<file path="config.mk">
export PLATFORM = sky130hd
export DESIGN_NAME = prbs_sync_monitor
export DESIGN_NICKNAME = d
export VERILOG_FILES = /design/src/rtl/prbs_mon_pkg.sv /design/src/rtl/prbs_ref_gen.sv /design/src/rtl/run_counter.sv /design/src/rtl/sync_fsm.sv /design/src/rtl/prbs_sync_monitor.sv
export SDC_FILE = /design/constraint.sdc
export NUM_CORES = 1
export LEC_CHECK = 0
export BUFFER_PORTS_ARGS = -buffer_cell sky130_fd_sc_hd__buf_2
export CORE_ASPECT_RATIO = 1.75
export CORE_MARGIN = 5
export CORE_UTILIZATION = 45
export DETAILED_ROUTE_END_ITERATION = 12
export HOLD_SLACK_MARGIN = 0.06
export PLACE_DENSITY = 0.59
export SLEW_MARGIN = 20
export SYNTH_ARGS = -nofsm -noshare
export SYNTH_HDL_FRONTEND = slang
export SYNTH_SLANG_ARGS = --single-unit
export TNS_END_PERCENT = 1
</file>
<file path="constraint.sdc">
create_clock -name clk -period 1.9 [get_ports clk]
set_input_delay 0.095 -clock clk [delete_from_list [all_inputs] [get_ports clk]]
set_output_delay 0.095 -clock clk [all_outputs]
set_load 0.1 [all_outputs]
</file>
<file path="src/rtl/prbs_mon_pkg.sv">
package prbs_mon_pkg;

    typedef enum logic {
        SS_HUNT   = 1'b0,
        SS_LOCKED = 1'b1
    } sync_state_e;

    typedef struct packed {
        logic pred;
        logic hit;
    } bit_eval_t;

    function automatic logic masked_parity(input logic [63:0] s, input logic [63:0] m);
        return ^(s & m);
    endfunction

endpackage

</file>
<file path="src/rtl/prbs_ref_gen.sv">
module prbs_ref_gen #(
    parameter int LEN   = 15,
    parameter int TAP_A = 15,
    parameter int TAP_B = 14
) (
    input  logic clk,
    input  logic rst,
    input  logic adv,
    input  logic hunt,
    input  logic bit_in,
    output logic pred
);
    import prbs_mon_pkg::*;

    localparam logic [LEN-1:0] TAP_MASK = LEN'((64'd1 << (TAP_A - 1)) | (64'd1 << (TAP_B - 1)));

    logic [LEN-1:0] state;
    logic           fill_bit;

    assign pred     = masked_parity(64'(state), 64'(TAP_MASK));
    assign fill_bit = hunt ? bit_in : pred;

    always_ff @(posedge clk) begin
        if (rst) begin
            state <= '1;
        end else if (adv) begin
            state <= {state[LEN-2:0], fill_bit};
        end
    end

    // while hunting, the received bit is what enters the register
    p_seed_from_input_r4: assert property (@(posedge clk) disable iff (rst)
        (adv && hunt) |=> (state[0] == $past(bit_in)));

    // the register holds when no valid bit arrives
    p_hold_when_idle_r2: assert property (@(posedge clk) disable iff (rst)
        !adv |=> $stable(state));

endmodule

</file>
<file path="src/rtl/run_counter.sv">
module run_counter #(
    parameter int LIMIT = 32,
    localparam int W    = $clog2(LIMIT + 1)
) (
    input  logic         clk,
    input  logic         rst,
    input  logic         clr,
    input  logic         inc,
    output logic [W-1:0] count
);
    always_ff @(posedge clk) begin
        if (rst || clr) begin
            count <= '0;
        end else if (inc && count != W'(LIMIT)) begin
            count <= count + 1'b1;
        end
    end

    p_no_overflow_r5: assert property (@(posedge clk) disable iff (rst)
        count <= W'(LIMIT));

endmodule

</file>
<file path="src/rtl/sync_fsm.sv">
module sync_fsm #(
    parameter int LOCK_RUN = 32,
    parameter int LOSE_RUN = 4,
    localparam int MW      = $clog2(LOCK_RUN + 1),
    localparam int LW      = $clog2(LOSE_RUN + 1)
) (
    input  logic          clk,
    input  logic          rst,
    input  logic          bit_vld,
    input  logic          hit,
    input  logic [MW-1:0] match_run,
    input  logic [LW-1:0] miss_run,
    output logic          inc_match,
    output logic          clr_match,
    output logic          inc_miss,
    output logic          clr_miss,
    output logic          oos,
    output logic          bit_err
);
    import prbs_mon_pkg::*;

    sync_state_e state;
    logic        lock_now;
    logic        drop_now;
    logic        flip;

    always_comb begin
        lock_now  = bit_vld && (state == SS_HUNT)   &&  hit && (match_run == MW'(LOCK_RUN - 1));
        drop_now  = bit_vld && (state == SS_LOCKED) && !hit && (miss_run  == LW'(LOSE_RUN - 1));
        flip      = lock_now || drop_now;
        inc_match = bit_vld && hit;
        inc_miss  = bit_vld && !hit;
        clr_match = flip || (bit_vld && !hit);
        clr_miss  = flip || (bit_vld && hit);
    end

    always_ff @(posedge clk) begin
        if (rst) begin
            state   <= SS_HUNT;
            bit_err <= 1'b0;
        end else begin
            if (lock_now) state <= SS_LOCKED;
            else if (drop_now) state <= SS_HUNT;
            bit_err <= bit_vld && (state == SS_LOCKED) && !hit;
        end
    end

    assign oos = (state == SS_HUNT);

    // an error pulse only follows a bit sampled while in sync
    p_err_only_sync_r10: assert property (@(posedge clk) disable iff (rst)
        bit_err |-> !$past(oos));

    // an error pulse needs a valid bit
    p_err_needs_valid_r9: assert property (@(posedge clk) disable iff (rst)
        bit_err |-> $past(bit_vld));

    // status holds across idle cycles
    p_status_idle_r2: assert property (@(posedge clk) disable iff (rst)
        !bit_vld |=> $stable(oos));

    // lock only at the end of a full match run
    p_lock_after_run_r5: assert property (@(posedge clk) disable iff (rst)
        $fell(oos) |-> ($past(match_run) == MW'(LOCK_RUN - 1) && $past(hit)));

    // loss only at the end of a full miss run
    p_lose_after_run_r7: assert property (@(posedge clk) disable iff (rst)
        $rose(oos) |-> ($past(miss_run) == LW'(LOSE_RUN - 1) && !$past(hit)));

endmodule

</file>
<file path="src/rtl/prbs_sync_monitor.sv">
module prbs_sync_monitor #(
    parameter int PRBS_LEN = 15,
    parameter int TAP_A    = 15,
    parameter int TAP_B    = 14,
    parameter int LOCK_RUN = 32,
    parameter int LOSE_RUN = 4
) (
    input  logic clk,
    input  logic rst,
    input  logic bit_vld,
    input  logic bit_in,
    output logic oos,
    output logic bit_err
);
    import prbs_mon_pkg::*;

    localparam int MW = $clog2(LOCK_RUN + 1);
    localparam int LW = $clog2(LOSE_RUN + 1);

    bit_eval_t     ev;
    logic [MW-1:0] match_run;
    logic [LW-1:0] miss_run;
    logic          inc_match, clr_match, inc_miss, clr_miss;

    prbs_ref_gen #(.LEN(PRBS_LEN), .TAP_A(TAP_A), .TAP_B(TAP_B)) u_gen (
        .clk    (clk),
        .rst    (rst),
        .adv    (bit_vld),
        .hunt   (oos),
        .bit_in (bit_in),
        .pred   (ev.pred)
    );

    assign ev.hit = (bit_in == ev.pred);

    run_counter #(.LIMIT(LOCK_RUN)) u_match_run (
        .clk   (clk),
        .rst   (rst),
        .clr   (clr_match),
        .inc   (inc_match),
        .count (match_run)
    );

    run_counter #(.LIMIT(LOSE_RUN)) u_miss_run (
        .clk   (clk),
        .rst   (rst),
        .clr   (clr_miss),
        .inc   (inc_miss),
        .count (miss_run)
    );

    sync_fsm #(.LOCK_RUN(LOCK_RUN), .LOSE_RUN(LOSE_RUN)) u_fsm (
        .clk       (clk),
        .rst       (rst),
        .bit_vld   (bit_vld),
        .hit       (ev.hit),
        .match_run (match_run),
        .miss_run  (miss_run),
        .inc_match (inc_match),
        .clr_match (clr_match),
        .inc_miss  (inc_miss),
        .clr_miss  (clr_miss),
        .oos       (oos),
        .bit_err   (bit_err)
    );

    // reset leaves the monitor hunting and quiet
    p_reset_state_r1: assert property (@(posedge clk)
        $past(rst) |-> (oos && !bit_err));

endmodule

</file>
After elaboration in Yosys (flattened, before gate mapping)
Index checks and enable logic that the tools add are counted.
{"block": "word_totals", "register_bits": 26, "inputBits": 4, "output_inout_bits": 2, "wordCells": 34}
{"block": "op_classes", "n_addsub": 2, "eq_ne": 5, "muxes": 3, "bitwise_logic": 1, "reduce_logical": 18}
{"op": "XOR reduction 64 bit", "count": 1}
{"op": "logical AND 1 bit", "count": 10}
{"op": "adder 6 x 1 -> 6 bit, second input constant", "count": 1}
{"op": "== test 6 x 5 -> 1 bit, second input constant", "count": 1}
{"op": "inequality test 6 bit, second input constant", "count": 1}
{"op": "logical OR 1 bit", "count": 5}
{"op": "adder 3 x 1 -> 3 bit, second input constant", "count": 1}
{"op": "== test 3 x 2 -> 1 bit, second input constant", "count": 1}
{"op": "2-to-1 mux 1 bit", "count": 3}
{"op": "inequality test 3 bit, second input constant", "count": 1}
{"op": "nonzero test 2 bit", "count": 1}
{"op": "== test 1 bit", "count": 1}
{"op": "logical NOT 1 bit", "count": 1}
{"op": "inverter 1 bit", "count": 1}

Depth between registers and ports, before layout
{"block": "depth", "depth_word": 8, "ltp_mapped": 6, "depth_no_buf": 6}

Modules after synthesis
From an unflattened synthesis, not the netlist that was laid out.
{"block": "unflattened", "hier_cells": 121, "area_unflattened_um2": 1211.2}
{"mod": "prbs_ref_gen", "instances": 1, "cells_each": 51, "area_each_um2": 564.3, "seq_area_each_um2": 300.3}
{"mod": "run_counter (u_match_run)", "instances": 1, "cells_each": 36, "area_each_um2": 312.8, "seq_area_each_um2": 120.1}
{"mod": "run_counter (u_miss_run)", "instances": 1, "cells_each": 17, "area_each_um2": 188.9, "seq_area_each_um2": 60.1}
{"mod": "sync_fsm", "instances": 1, "cells_each": 16, "area_each_um2": 136.4, "seq_area_each_um2": 40.0}
{"mod": "prbs_sync_monitor", "instances": 1, "cells_each": 1, "area_each_um2": 8.8, "seq_area_each_um2": 0.0}

Worst setup path before layout
No wires, ideal clock.
{"block": "synth_timing", "path_kind": "flip-flop to flip-flop", "startpoint": "register u_gen.state[14]", "endpoint": "register u_match_run.count[1]", "setup_time_ps": 121, "arrival_ps": 1348, "t_required_ps": 1779, "slack_ps": 432, "path_stages_with_launch": 5, "path_buffers": 0, "synth_period_minus_slack_ps": 1468, "cell_sequence": "dfxtp_1 -> xor3_2 -> a211oi_4 -> mux2i_1 -> nor2_1"}
{"block": "synth_between", "elab_chain_cells": 8, "word_cells_on_any_way": 13, "cone_classes": "eq/ne (1); reduce/logical (12)"}
{"item": "from (decl)", "line": "prbs_ref_gen.sv:17", "text": "logic [LEN-1:0] state;"}
{"item": "from (signal assigned)", "line": "prbs_ref_gen.sv:27", "text": "state <= {state[LEN-2:0], fill_bit};"}
{"item": "XOR reduction 64 bit *", "line": "prbs_mon_pkg.sv:14", "text": "return ^(s & m);"}
{"item": "== test 1 bit *", "line": "prbs_sync_monitor.sv:34", "text": "assign ev.hit = (bit_in == ev.pred);"}
{"item": "logical NOT 1 bit", "line": "sync_fsm.sv:29, sync_fsm.sv:33"}
{"item": "logical AND 1 bit (2 in a row)", "line": "sync_fsm.sv:29", "text": "drop_now = bit_vld && (state == SS_LOCKED) && !hit && (miss_run == LW'(LOSE_RUN - 1));"}
{"item": "logical OR 1 bit", "line": "sync_fsm.sv:30", "text": "flip = lock_now || drop_now;"}
{"item": "logical OR 1 bit", "line": "sync_fsm.sv:33", "text": "clr_match = flip || (bit_vld && !hit);"}
{"item": "logical OR 1 bit", "line": "run_counter.sv:12", "text": "if (rst || clr) begin"}
{"item": "to (signal assigned)", "line": "run_counter.sv:15", "text": "count <= count + 1'b1;"}
{"item": "to (decl)", "line": "run_counter.sv:9", "text": "output logic [W-1:0] count"}
Every way passes the cells marked *; elsewhere a longest branch is shown, timed or not.
A chain may end at the register's enable or synchronous reset.

Worst setup path in the final report
Same ends and word-level chain as after synthesis.

==> results.txt <==
The met3 wire length is 33 um. The antenna diode count came out at 0. The part of the Yosys area used for sequential elements is 0.437.

The leakage power figure came out at 0.000534 uW. For this block, the initial DRC count from the detailed router was 21. Between clock sinks in the finished design, the worst skew comes to 0.00555 ns. CTS placed an instance of sky130_fd_sc_hd__clkbuf_8 at the clock tree root. The number of nets with antenna violations after detailed routing came out at 0.

The flow ran to the end, and the final reports show no timing, DRC or antenna violations. In this run, post-CTS repair resized a total of 0 instances. The worst hold-check path type is primary input to flip-flop. The number of global-route vias before repair is 874. The area after detailed placement came out at 1220 um2. The top cell types in the final layout, fill and taps aside, are 26 x sky130_fd_sc_hd__dfxtp_1, 14 x sky130_fd_sc_hd__a211o_1, 12 x sky130_fd_sc_hd__and2_1. For this run, the total global-route usage over all layers was measured as 0.113. Leaving out fill and tap cells, the most frequent cell in the layout is sky130_fd_sc_hd__dfxtp_1. The achievable frequency came out at 638 MHz.

The ratio of final minimum period to clock period came out at 0.825. The largest total area in the synthesized netlist belongs to sky130_fd_sc_hd__dfxtp_1. The path type of the worst setup path is flip-flop to flip-flop. The worst endpoint required time is 2.05 ns. The number of pins with negative max-slew slack in the final report is 0.

Setup violations remaining at the end of the flow were counted as 0. The CTS H-tree depth is 1. The worst path in the final design needs a cycle of 1.57 ns, including I/O delays and setup. STA classifies the critical path startpoint as a flip-flop. The worst pin sits at a relative slew slack of 0.646.

Setup repair after global routing left no endpoint under its margin. The post-synthesis share of cell area spent on and, or, nand and nor gates is 0.190. The final total power is 1170 uW. The total standard cell area after synthesis is 1190 um2. The total placed cells including tap cells came out at 144. The dominant combinational cell family by area after synthesis is simple AND/OR/NAND/NOR gates.

The initial antenna violation count came out at 0. At the end of routability-driven placement, the weighted congestion stood at 0.787. In the final timing run, aggregate negative setup slack is 0 ns. Entering global routing, the biggest net connects 28 pins.

The total number of vias is 821. The number of top-level pins is 6. TritonCTS built the clock tree. The clock latency on the worst-skew pair came out at 0.26 ns. The final global-route overflow total came out at 0. The met2 routed wirelength came out at 1060 um.

The share of the synthesized area in compound gates (AO/OA/AOI/OAI) is 0.165. The number of port buffers came out at 5. The worst path meets setup with 0.332 ns of slack. The count of unique library cells instantiated by Yosys came out at 30. The routed via count divided by cell count is 5.55. The average wire per standard cell came out at 13.1 um.

The area growth from synthesis to layout came out at 8.62%. The proportion of netlist area held by the largest area contributor came out at 0.437. The post-route cell area came out at 1290 um2. The half-perimeter wire length after placement is 1440 um. The maximum vdd ir drop came out at 0.000556 V. The total clock buffers created by CTS is 3.

The number of warning messages in the yosys log came out at 0. The non-filler instance count after layout came out at 148. The slew at the pin closest to its max-slew limit is 0.524 ns. Prior to clock tree synthesis, the placed netlist has a worst setup slack of 0.339 ns.

For this run, design rule violations remaining after detail routing come to 0. The number of buffers inserted to repair setup after CTS is 0. The number of synthesized register bits came out at 26. The data arrival time of the worst path came out at 1.72 ns. After detailed routing, no signal wire sits above met4. Measured along the y axis, the die boundary spans 78.0 um. The count of endpoints failing hold in the final timing report came out at 0.

The mux cell area share after synthesis is 0.0168. The area of the die came out at 3810 um2. The final layout contains routed wiring with a total length of 1930 um. The core area came out at 2520 um2.

The die width is 48.9 um. Along the worst path, the maximum fanout reaches 4. Counting every net in the synthesized netlist gives 128.

The largest buffer count on any clock path came out at 2. Clock tree synthesis found a total of 26 sinks. The initialized floorplan defines 24 standard-cell rows.

The tool flagged a number of max-cap violations equal to 0. In the final design database the tool counted 132 nets. The number of instances in the synthesized netlist came out at 119. The clock transition at the register clock pins on the worst setup and hold paths after CTS came out at 0.09 ns. The first-pass iteration count of the detailed router is 4. The initial core utilization is 0.472.

By area the synthesized netlist is led by sky130_fd_sc_hd__dfxtp_1 44%, sky130_fd_sc_hd__a211o_1 10%, sky130_fd_sc_hd__and2_1 6.3%. The worst setup path is captured at a flip-flop. After clock tree synthesis, the flow added hold-fix buffers numbering 0.

The wire length of the first global-routing pass came out at 3570 um. Of the total synthesized cell area, the portion taken by full adders, half adders and majority gates is 0.0526. The share of final-layout standard cells stronger than drive strength 1 came out at 0.107.

The area share of xor/xnor cells in the synthesized design came out at 0.0841. In this run the power density over the cells is 905 nW/um2. The mean instance size in the synthesized netlist is 10.0 um2. The wire length the detailed router placed on met1 is 817 um.
cells by family (layout without fill, tap and decap cells):
group                      after synthesis  count (layout)
and+or+nand+nor                         41              41
DFF                                     26              26
AOI/OAI and AO/OA                       22              22
buffers and inverters                   15              18
xor gates and xnor gates                 8               8
adders and majority gates                5               5
muxes                                    2               2
layout make-up:
type,instances,area [um2]
Multi-Input combinational cell,78,606
Sequential cell,26,520
Inverter,8,30.0
Tap cell,26,32.5
Clock inverter,1,30.0
Fill cell,250,1230
Clock buffer,3,41.3
Timing Repair Buffer,6,32.5
critical path: stages (launching register included):
cell	delay, ns
sky130_fd_sc_hd__dfxtp_1	0.39
sky130_fd_sc_hd__xor3_2	0.50
sky130_fd_sc_hd__a211oi_4	0.30
sky130_fd_sc_hd__mux2i_1	0.22
sky130_fd_sc_hd__nor2_1	0.05
stage by stage:
step	util	hold WS, ns
2_1_floorplan	-	0.431
3_3_place_gp	0.484	0.441
3_5_place_dp	0.484	0.448
4_1_cts	0.512	0.261
5_1_grt	0.512	0.291
6_report	0.512	0.263
flip-flops by register name (all words and copies together), names as in the netlist:
signal / cells
u_gen.state: 15
u_miss_run.count: 3
u_match_run.count: 6
u_fsm.bit_err: 1
u_fsm.state: 1
layer usage:
metal	up-vias	GRT usage
li1	419	-
met1	397	0.112
met2	3	0.217
met3	2	0.0152
met4	0	0.0620
met5	-	0
where the power goes:
part / internal, uW / switching (uW)
Combinational: 66.7 / 71.6
Sequential: 572 / 17.7
Clock: 281 / 160
path summary, 6_finish.rpt:
| path | to | cells after the start | slack [ns] | start |
|---|---|---|---|---|
| setup / recovery | u_match_run.count[1] | 4 | 0.33 | u_gen.state[14] |
| hold / removal | u_fsm.bit_err | 2 | 0.26 | rst |
| setup reg to reg | u_match_run.count[1] | 4 | 0.33 | u_gen.state[14] |
| hold reg to reg | u_gen.state[10] | 1 | 0.46 | u_gen.state[10] |
cells in the mapped netlist:
library cell / n
sky130_fd_sc_hd__dfxtp_1: 26
sky130_fd_sc_hd__nand3_1: 4
sky130_fd_sc_hd__and2_1: 12
sky130_fd_sc_hd__xor2_1: 2
sky130_fd_sc_hd__mux2i_1: 2
sky130_fd_sc_hd__and3_1: 2
sky130_fd_sc_hd__xnor3_1: 1
sky130_fd_sc_hd__clkbuf_1: 6
sky130_fd_sc_hd__nor2b_1: 4
sky130_fd_sc_hd__nand3b_1: 2
sky130_fd_sc_hd__buf_6: 1
sky130_fd_sc_hd__a211oi_1: 1
sky130_fd_sc_hd__inv_1: 8
sky130_fd_sc_hd__nor2_1: 7
sky130_fd_sc_hd__a221oi_1: 1
sky130_fd_sc_hd__nor3_1: 1
sky130_fd_sc_hd__o31ai_1: 1
sky130_fd_sc_hd__a21oi_1: 1
sky130_fd_sc_hd__a211oi_4: 1
sky130_fd_sc_hd__a211o_1: 14
sky130_fd_sc_hd__nor3b_1: 1
sky130_fd_sc_hd__nand2_1: 5
sky130_fd_sc_hd__o2111ai_1: 1
sky130_fd_sc_hd__xor3_2: 1
sky130_fd_sc_hd__a31oi_1: 1
sky130_fd_sc_hd__ha_1: 5
sky130_fd_sc_hd__nor4b_1: 1
sky130_fd_sc_hd__a211o_2: 1
sky130_fd_sc_hd__xnor2_1: 4
sky130_fd_sc_hd__nand4_1: 2
No activity file was read; power rests on OpenSTA's default activity.
